## src/rtl/lockdet_pkg.sv

```systemverilog
package lockdet_pkg;
  typedef enum logic {
    MEAS_IDLE = 1'b0,
    MEAS_WAIT = 1'b1
  } meas_state_t;
endpackage

```

## src/rtl/lockdet_mode_table.sv

```systemverilog
module lockdet_mode_table #(
  parameter int WIDE_TICKS   = 10,
  parameter int NARROW_TICKS = 6,
  parameter int FRAC_RUN     = 40,
  parameter int INT_RUN      = 5,
  parameter int TW           = 4,
  parameter int RW           = 6
) (
  input  logic          int_mode,
  input  logic          fine_sel,
  output logic [TW-1:0] thr,
  output logic [RW-1:0] run_len
);
  // Asymmetric pairing: the precision bit widens the window in integer mode
  // and narrows it in fractional mode.
  always_comb begin
    if (int_mode) begin
      run_len = RW'(INT_RUN);
      thr     = fine_sel ? TW'(WIDE_TICKS) : TW'(NARROW_TICKS);
    end else begin
      run_len = RW'(FRAC_RUN);
      thr     = fine_sel ? TW'(NARROW_TICKS) : TW'(WIDE_TICKS);
    end
  end
endmodule

```

## src/rtl/lockdet_phase_meter.sv

```systemverilog
module lockdet_phase_meter
  import lockdet_pkg::*;
#(
  parameter int SAT = 11,
  parameter int TW  = 4
) (
  input  logic          clk,
  input  logic          rst,
  input  logic          clr,
  input  logic          ref_pulse,
  input  logic          fb_pulse,
  input  logic [TW-1:0] thr,
  output logic          verdict_vld,
  output logic          verdict_ok
);
  meas_state_t   state;
  logic [TW-1:0] fb_age;
  logic [TW-1:0] wait_cnt;
  logic [TW-1:0] back_dist;
  logic [TW-1:0] fwd_dist;

  // Ticks since the most recent feedback pulse, saturating.
  always_ff @(posedge clk) begin
    if (rst || clr) begin
      fb_age <= TW'(SAT);
    end else if (fb_pulse) begin
      fb_age <= '0;
    end else if (fb_age != TW'(SAT)) begin
      fb_age <= fb_age + TW'(1);
    end
  end

  always_comb begin
    if (fb_pulse) begin
      back_dist = '0;
    end else if (fb_age == TW'(SAT)) begin
      back_dist = TW'(SAT);
    end else begin
      back_dist = fb_age + TW'(1);
    end
    fwd_dist = wait_cnt + TW'(1);
  end

  always_ff @(posedge clk) begin
    if (rst || clr) begin
      state       <= MEAS_IDLE;
      wait_cnt    <= '0;
      verdict_vld <= 1'b0;
      verdict_ok  <= 1'b0;
    end else begin
      verdict_vld <= 1'b0;
      verdict_ok  <= 1'b0;
      case (state)
        MEAS_IDLE: begin
          if (ref_pulse) begin
            if (back_dist <= thr) begin
              verdict_vld <= 1'b1;
              verdict_ok  <= 1'b1;
            end else begin
              state    <= MEAS_WAIT;
              wait_cnt <= '0;
            end
          end
        end
        MEAS_WAIT: begin
          if (fb_pulse && (fwd_dist <= thr)) begin
            verdict_vld <= 1'b1;
            verdict_ok  <= 1'b1;
            state       <= MEAS_IDLE;
          end else if (ref_pulse || (fwd_dist >= thr)) begin
            verdict_vld <= 1'b1;
            verdict_ok  <= 1'b0;
            state       <= ref_pulse ? MEAS_WAIT : MEAS_IDLE;
            wait_cnt    <= '0;
          end else begin
            wait_cnt <= fwd_dist;
          end
        end
        default: state <= MEAS_IDLE;
      endcase
    end
  end
endmodule

```

## src/rtl/lockdet_run_counter.sv

```systemverilog
module lockdet_run_counter #(
  parameter int RW = 6
) (
  input  logic          clk,
  input  logic          rst,
  input  logic          clr,
  input  logic          verdict_vld,
  input  logic          verdict_ok,
  input  logic [RW-1:0] run_len,
  output logic [RW-1:0] run_cnt,
  output logic          locked
);
  logic [RW:0] next_cnt;

  assign next_cnt = {1'b0, run_cnt} + (RW+1)'(1);

  always_ff @(posedge clk) begin
    if (rst || clr) begin
      run_cnt <= '0;
      locked  <= 1'b0;
    end else if (verdict_vld) begin
      if (verdict_ok) begin
        if (run_cnt != run_len) begin
          run_cnt <= next_cnt[RW-1:0];
        end
        locked <= (next_cnt >= {1'b0, run_len});
      end else begin
        run_cnt <= '0;
        locked  <= 1'b0;
      end
    end
  end
endmodule

```

## src/rtl/pll_lock_watch.sv

```systemverilog
module pll_lock_watch #(
  parameter int WIDE_TICKS   = 10,
  parameter int NARROW_TICKS = 6,
  parameter int FRAC_RUN     = 40,
  parameter int INT_RUN      = 5
) (
  input  logic clk,
  input  logic rst,
  input  logic pwr_down,
  input  logic int_mode,
  input  logic fine_sel,
  input  logic ref_pulse,
  input  logic fb_pulse,
  output logic locked
);
  localparam int MAX_WIN = (WIDE_TICKS > NARROW_TICKS) ? WIDE_TICKS : NARROW_TICKS;
  localparam int SAT     = MAX_WIN + 1;
  localparam int TW      = $clog2(SAT + 1);
  localparam int MAX_RUN = (FRAC_RUN > INT_RUN) ? FRAC_RUN : INT_RUN;
  localparam int RW      = $clog2(MAX_RUN + 1);

  logic [1:0]    cfg_q;
  logic          cfg_change;
  logic          clr;
  logic [TW-1:0] thr;
  logic [RW-1:0] run_len;
  logic [RW-1:0] run_cnt;
  logic          verdict_vld;
  logic          verdict_ok;

  always_ff @(posedge clk) begin
    cfg_q <= {int_mode, fine_sel};
  end

  assign cfg_change = !rst && (cfg_q != {int_mode, fine_sel});
  assign clr        = pwr_down || cfg_change;

  lockdet_mode_table #(
    .WIDE_TICKS  (WIDE_TICKS),
    .NARROW_TICKS(NARROW_TICKS),
    .FRAC_RUN    (FRAC_RUN),
    .INT_RUN     (INT_RUN),
    .TW          (TW),
    .RW          (RW)
  ) u_table (
    .int_mode(int_mode),
    .fine_sel(fine_sel),
    .thr     (thr),
    .run_len (run_len)
  );

  lockdet_phase_meter #(
    .SAT(SAT),
    .TW (TW)
  ) u_meter (
    .clk        (clk),
    .rst        (rst),
    .clr        (clr),
    .ref_pulse  (ref_pulse),
    .fb_pulse   (fb_pulse),
    .thr        (thr),
    .verdict_vld(verdict_vld),
    .verdict_ok (verdict_ok)
  );

  lockdet_run_counter #(
    .RW(RW)
  ) u_run (
    .clk        (clk),
    .rst        (rst),
    .clr        (clr),
    .verdict_vld(verdict_vld),
    .verdict_ok (verdict_ok),
    .run_len    (run_len),
    .run_cnt    (run_cnt),
    .locked     (locked)
  );
endmodule

```

## config.mk

```make
export PLATFORM = sky130hd
export DESIGN_NAME = pll_lock_watch
export DESIGN_NICKNAME = d
export VERILOG_FILES = /design/src/rtl/lockdet_pkg.sv /design/src/rtl/lockdet_mode_table.sv /design/src/rtl/lockdet_phase_meter.sv /design/src/rtl/lockdet_run_counter.sv /design/src/rtl/pll_lock_watch.sv
export SDC_FILE = /design/constraint.sdc
export NUM_CORES = 1
export LEC_CHECK = 0
export ABC_AREA = 1
export BUFFER_PORTS_ARGS = -buffer_cell sky130_fd_sc_hd__buf_2
export CAP_MARGIN = 20
export CORE_ASPECT_RATIO = 2
export CORE_MARGIN = 5
export CORE_UTILIZATION = 45
export DETAILED_ROUTE_END_ITERATION = 16
export PLACE_DENSITY = 0.73
export SYNTH_ARGS = -nofsm -noshare
export SYNTH_HDL_FRONTEND = slang
export SYNTH_HIERARCHICAL = 1
export SYNTH_SLANG_ARGS = --single-unit
```

## constraint.sdc

```tcl
create_clock -name clk -period 2.3 [get_ports clk]
set_input_delay 0.115 -clock clk [delete_from_list [all_inputs] [get_ports clk]]
set_output_delay 0.115 -clock clk [all_outputs]
set_load 0.01 [all_outputs]
```

==> results of run 1 <==
## critical path: stages, from the launching register on
cell and delay [ps]:
dfxtp_1 340, ha_1 210, nand2_1 90, nor2_1 40, nor2_1 130, nor2_1 60, ha_1 280, nand2_1 70
o21ai_2 220, nand3_4 140, nand2_2 100, nand2_1 50, nand2_1 70, nor2_2 30
## through the flow
step           power [mW]  setup slack [ps]   util
2_1_floorplan       0.482               552      -
3_3_place_gp        0.502               423  0.478
3_5_place_dp        0.505               392  0.478
4_1_cts             0.775               369  0.495
5_1_grt             0.814               155  0.495
6_report            0.765               364  0.495
## per-layer routing
metal	global-route usage	share of wire
met1	0.134	0.35
met2	0.294	0.60
met3	0.0111	0.015
met4	0.0875	0.029
met5	0	0
## flip-flops by register name (all words and copies together) (netlist names)
register and flops:
u_run/run_cnt 6, u_meter/fb_age 4, u_meter/wait_cnt 4, cfg_q 2, u_meter/state 1, u_meter/verdict_ok 1
u_meter/verdict_vld 1, u_run/locked 1
## final timing paths
kind | from | end | cells after the start
hold / removal | fine_sel | cfg_q[0]$_DFF_P_ | 1
setup reg to reg | u_meter/fb_age[0]$_SDFFE_PP1P_ | u_meter/wait_cnt[0]$_SDFFE_PP0P_ | 13
hold reg to reg | u_run/locked$_SDFFE_PP0P_ | u_run/locked$_SDFFE_PP0P_ | 2
setup / recovery | u_meter/fb_age[0]$_SDFFE_PP1P_ | u_meter/wait_cnt[0]$_SDFFE_PP0P_ | 13
## synthesized netlist by cell type (all sizes together)
library cell / number / share of area
a21oi: 14 / 0.046
and3: 2 / 0.0079
buf: 8 / 0.038
clkinv: 3 / 0.0079
conb: 2 / 0.0047
dfxtp: 20 / 0.25
ha: 17 / 0.13
inv: 41 / 0.097
nand2: 72 / 0.19
nand3: 16 / 0.061
nand3b: 5 / 0.024
nand4: 3 / 0.012
nor2: 30 / 0.074
nor3: 1 / 0.0031
nor4: 1 / 0.0039
o21ai: 6 / 0.021
xnor2: 1 / 0.0055
xor2: 4 / 0.022
## area by class of cell
cell class,count,area [um2],area share
clock buffer,4,55.1,0.0326
sequential,20,400,0.237
tap,48,60.1,0.0356
inverter,44,166,0.0985
timing repair buffer,7,35.0,0.0207
multi-input combinational,176,972,0.576
## power by group through the flow
stage	Clock, mW	Combinational (mW)	Sequential [mW]
finish	0.267	0.139	0.360
global route	0.293	0.161	0.361
CTS	0.277	0.139	0.360
detailed placement	0	0.137	0.368
global placement	0	0.134	0.368
floorplan	0	0.115	0.366
## logic make-up (layout without fill, tap and decap cells)
group | count (synthesis) | count (layout) | share of synthesized area
other cells | 2 | 4 | 0.00472
flops | 20 | 20 | 0.252
buf+inv | 52 | 55 | 0.142
compound gates | 20 | 20 | 0.0676
fa+ha+maj | 17 | 17 | 0.134
simple gates | 130 | 130 | 0.373
xor+xnor | 5 | 5 | 0.0275
## layout by cell type, fill, tap and decap left out
cell type / n
a21oi_1: 13
a21oi_2: 1
and3_1: 2
buf_2: 7
clkbuf_8: 4
clkinv_1: 2
clkinv_2: 1
conb_1: 4
dfxtp_1: 20
ha_1: 17
inv_1: 37
inv_2: 4
nand2_1: 65
nand2_2: 5
nand2_4: 2
nand3_1: 14
nand3_2: 1
nand3_4: 1
nand3b_1: 5
nand4_1: 3
nor2_1: 28
nor2_2: 2
nor3_1: 1
nor4_1: 1
o21ai_0: 4
o21ai_1: 1
o21ai_2: 1
xnor2_1: 1
xor2_1: 4
==> out/results.ini, run 1 <==
[status]
status = complete, no violations

[yosys]
synth.avg_cell_area_um2 = 6.47
synthesis.area_um2 = 1590
synth_cell_type_count = 28
postSynthRegisterBits = 20
synth_warnings = 6
synth_seq_area_share = 0.252
syn_inst = 246

[power]
p_leak_nw = 0.906
p_int_mw = 0.558
p_seq_frac = 0.470
p_sw_mw = 0.207
vdd_ir_drop_max_uv = 343
p_per_area_nw_per_um2 = 453
combinationalPowerShare = 0.181
power.share.switching = 0.271
power.clock.fraction = 0.348

[timing]
finalCriticalPeriod_ps = 1940
slew_viol_final = 0
hold_viol_final = 0
period_share = 0.842
setup_tns_ps = 0
rsz0062_at_grt = false
max_freq_mhz = 517
fin_skew_ps = 6.20
worst_pin_slew_ps = 632
slew-limit-headroom = 0.577
setup_viol = 0
hold_slack_ps = 21.2

[global_route]
grt_max_degree = 12
grt_pass1_wl_um = 5500
grt_overflow = 0
grt_pass1_vias = 1383
grt_antenna_before_repair = 0
track_usage = 0.148

[worst_setup_path]
critPathLaunchType = register
r2r_setup_slack_ps = 360
crit_required_ps = 2460
cp_data_arrival_time_ps = 2100
crit_path_end_kind = register
path_max_fanout = 7
worstSetupPathType = reg2reg

[place]
placed_area_um2 = 1630
portBuffers = 7
gp_congestion = 0.835
place_inst = 295
dpl.hpwl_um = 2540

[clocking]
cts_resized = 0
clock-sinks = 20
cts_root_buf = clkbuf_8
numCtsBuffers = 3
clk_pin_slew_ps = 70
clk_path_buf_depth = 2
clock_latency_ps = 260
cts_max_level = 1
postCtsSetupBuffers = 0
holdBufCountCts = 0
cts_tree = built

[job]
drv_cap = 0

[die]
core_um2 = 3420
ios = 8
start_util = 0.466
die_y_um = 94.1
die_x_um = 52.1
floorplan.die_area_um2 = 4900
rows = 30

[drt]
drt-initial-drc-count = 36
first_pass_iters = 4
drcViolationCount = 0
num_vias = 1432
viasPerCell = 4.79
routed_wl_um = 3030
wire_per_inst_um = 10.1
ant_nets = 0

[hold_path]
hp-class = in2reg

[cells_and_area]
fin_cells = 299
area_delta_synth_final_pct = 6.13
diodes = 0
layout.nets = 276
fillers = 377
drive_gt1_frac = 0.116
design_area_um2 = 1690

Power figures use the tool's default switching activity.
==> run 2: changes to the inputs <==
--- a/config.mk
+++ b/config.mk
@@ -12,7 +12,7 @@
 export CORE_MARGIN = 5
 export CORE_UTILIZATION = 45
 export DETAILED_ROUTE_END_ITERATION = 16
-export PLACE_DENSITY = 0.73
+export PLACE_DENSITY = 0.75
 export SYNTH_ARGS = -nofsm -noshare
 export SYNTH_HDL_FRONTEND = slang
 export SYNTH_HIERARCHICAL = 1
==> constraint.sdc (replaced) <==
create_clock -name clk -period 1.7 [get_ports clk]
set_input_delay 0.085 -clock clk [delete_from_list [all_inputs] [get_ports clk]]
set_output_delay 0.085 -clock clk [all_outputs]
set_load 0.01 [all_outputs]
==> run 2 against run 1 <==
Compared with the run above: the flow now finishes with violations (setup timing); clock skew about the same; flip-flop and latch count did not move; first-iteration DRC count fell by 44%; die area is the same; wire length grew 12%; clock-buffer cell count fell by 1; non-clock buffer count up 17; core utilization is 9.2 points higher; hold slack better by 14 ps; sequential share of layout area down 3.0 points; critical endpoint unchanged.
==> out/results.ini, run 2 (synthesis results as in run 1) <==
[global_route]
use_met2 = 0.308
grt_pass1_vias = 1403
track_usage = 0.149
met3_usage = 0.0191
grt_max_degree = 13
grt_overflow = 0
grt-busiest-layer = met2
grt_pass1_wl_um = 5590
met1_usage = 0.136
grt_antenna_before_repair = 0

[clocking]
clk_pin_slew_ps = 80
cts_root_buf = clkbuf_8
cts_max_level = 1
cts_tree = built
clk_path_buf_depth = 2
clock_latency_ps = 260
numCtsBuffers = 3
clock-sinks = 20

[worst_setup_path]
ff2ff_path_depth = 11
cp_data_arrival_time_ps = 2060
rr_endpoint = u_meter/wait_cnt[0]$_SDFFE_PP0P_
crit_path_end_kind = register
worstSetupPathType = reg2reg
critPathLaunchType = register
r2r_setup_slack_ps = -150
crit_required_ps = 1900
path_max_fanout = 4
timing.rr.start = u_meter/wait_cnt[0]$_SDFFE_PP0P_

[timing]
fin_skew_ps = 6.11
setup_slack_ps = -153
hold_viol_final = 0
period_share = 1.09
setup_viol = 7
rsz0062_at_grt = true
max_freq_mhz = 540
setup_tns_ps = -863
finalCriticalPeriod_ps = 1850
slew_viol_final = 0

[hold_path]
hold_depth = 2
whs_endpoint = u_meter/fb_age[2]$_SDFFE_PP0P_
hp-start = rst
hp-class = in2reg

[cells_and_area]
area_delta_synth_final_pct = 25.8
final_common_cell = nand2_1
largest_register_ffs = 6
fin_cells = 316
mostFrequentLayoutCells = 61 x nand2_1, 37 x inv_1, 25 x nor2_1
top_regs = u_run/run_cnt: 6 flops, u_meter/fb_age: 4 flops, u_meter/wait_cnt: 4 flops
max_flop_register = u_run/run_cnt
layout.nets = 293
drive_gt1_frac = 0.272
diodes = 0

[drt]
first_pass_iters = 4
routed_wl_um = 3400
num_vias = 1490
viasPerCell = 4.72
drt-initial-drc-count = 20
ant_nets = 0
drcViolationCount = 0
wire_per_inst_um = 10.8

[place]
gp_congestion = 0.828
place_inst = 305
post-place-ws_ps = -166
portBuffers = 7
dpl.hpwl_um = 2630

[power]
vdd_ir_drop_max_uv = 573
p_per_area_nw_per_um2 = 605
p_leak_nw = 1.00
power_mw = 1.21

[die]
core_um2 = 3420
start_util = 0.466
die_x_um = 52.1
rows = 30
floorplan.die_area_um2 = 4900
ios = 8
die_y_um = 94.1

[status]
status = finished, violations left
violations = setup timing

[job]
drv_cap = 0

[run 2: cell count changes in the layout (fill, tap and decap cells not counted), sizes merged]
| cell | change |
|---|---|
| buf | +16 |
| bufinv | +1 |
| clkbuf | -1 |
| clkinv | -1 |
| dlygate4sd3 | +1 |
| inv | +1 |
[run 2: area by class of cell]
type / count / area (um2)
well taps: 48 / 60.1
multi-input cells: 176 / 1120
flip-flops and latches: 20 / 414
inverters: 44 / 168
repair buffers: 24 / 165
clock buffers: 3 / 41.3
clock inverters: 1 / 30.0
fillers: 330 / 1410
[run 2: worst max-delay path by stage]
stage                                                start                                to  slack [ps]  cells past startpoint
after floorplan             u_meter/fb_age[0]$_SDFFE_PP1P_  u_meter/wait_cnt[0]$_SDFFE_PP0P_          -5                     13
after global placement    u_meter/wait_cnt[0]$_SDFFE_PP0P_  u_meter/wait_cnt[0]$_SDFFE_PP0P_        -150                     11
after detailed placement    u_meter/fb_age[0]$_SDFFE_PP1P_  u_meter/wait_cnt[3]$_SDFFE_PP0P_        -170                     11
after CTS                   u_meter/fb_age[1]$_SDFFE_PP1P_  u_meter/wait_cnt[0]$_SDFFE_PP0P_        -150                     13
after global routing      u_meter/wait_cnt[0]$_SDFFE_PP0P_  u_meter/wait_cnt[0]$_SDFFE_PP0P_        -260                     15
final                     u_meter/wait_cnt[0]$_SDFFE_PP0P_  u_meter/wait_cnt[0]$_SDFFE_PP0P_        -150                     11
[run 2: power by group]
| group | switching (mW) | total (mW) | internal, mW |
|---|---|---|---|
| sequential | 0.00868 | 0.486 | 0.478 |
| combinational | 0.144 | 0.248 | 0.104 |
| clock | 0.162 | 0.477 | 0.315 |
| total | 0.315 | 1.21 | 0.896 |
[run 2: worst max-delay path: stages (launching register included)]
cell,delay (ps)
dfxtp_4,360
ha_4,160
xnor2_2,160
inv_1,70
ha_1,280
nand2_2,90
inv_4,50
nand3_4,60
nand4_1,220
nor2_2,210
nor2_1,70
nor2_2,70
[run 2: repair_timing]
action / CTS / global route
gates resized for setup: 8 / 21
hold buffers: 1 / 0
buffers inserted: 3 / 3
setup endpoints to repair: 8 / 8
pin swaps: 19 / 14
hold endpoints to repair: 1 / 0
[run 2: per-stage QoR]
step	instance area [um2]	hold slack [ps]	util
floorplan	1640	113	-
detailed placement	1750	261	0.513
finish	2000	34.9	0.586
global route	2000	50.2	0.586
CTS	1880	27.6	0.552
global placement	1750	258	0.513
[run 2: metal layers]
metal,wire length [um],share of wire
met1,1190,0.35
met2,2080,0.61
met3,71,0.021
met4,57,0.017
met5,0,0
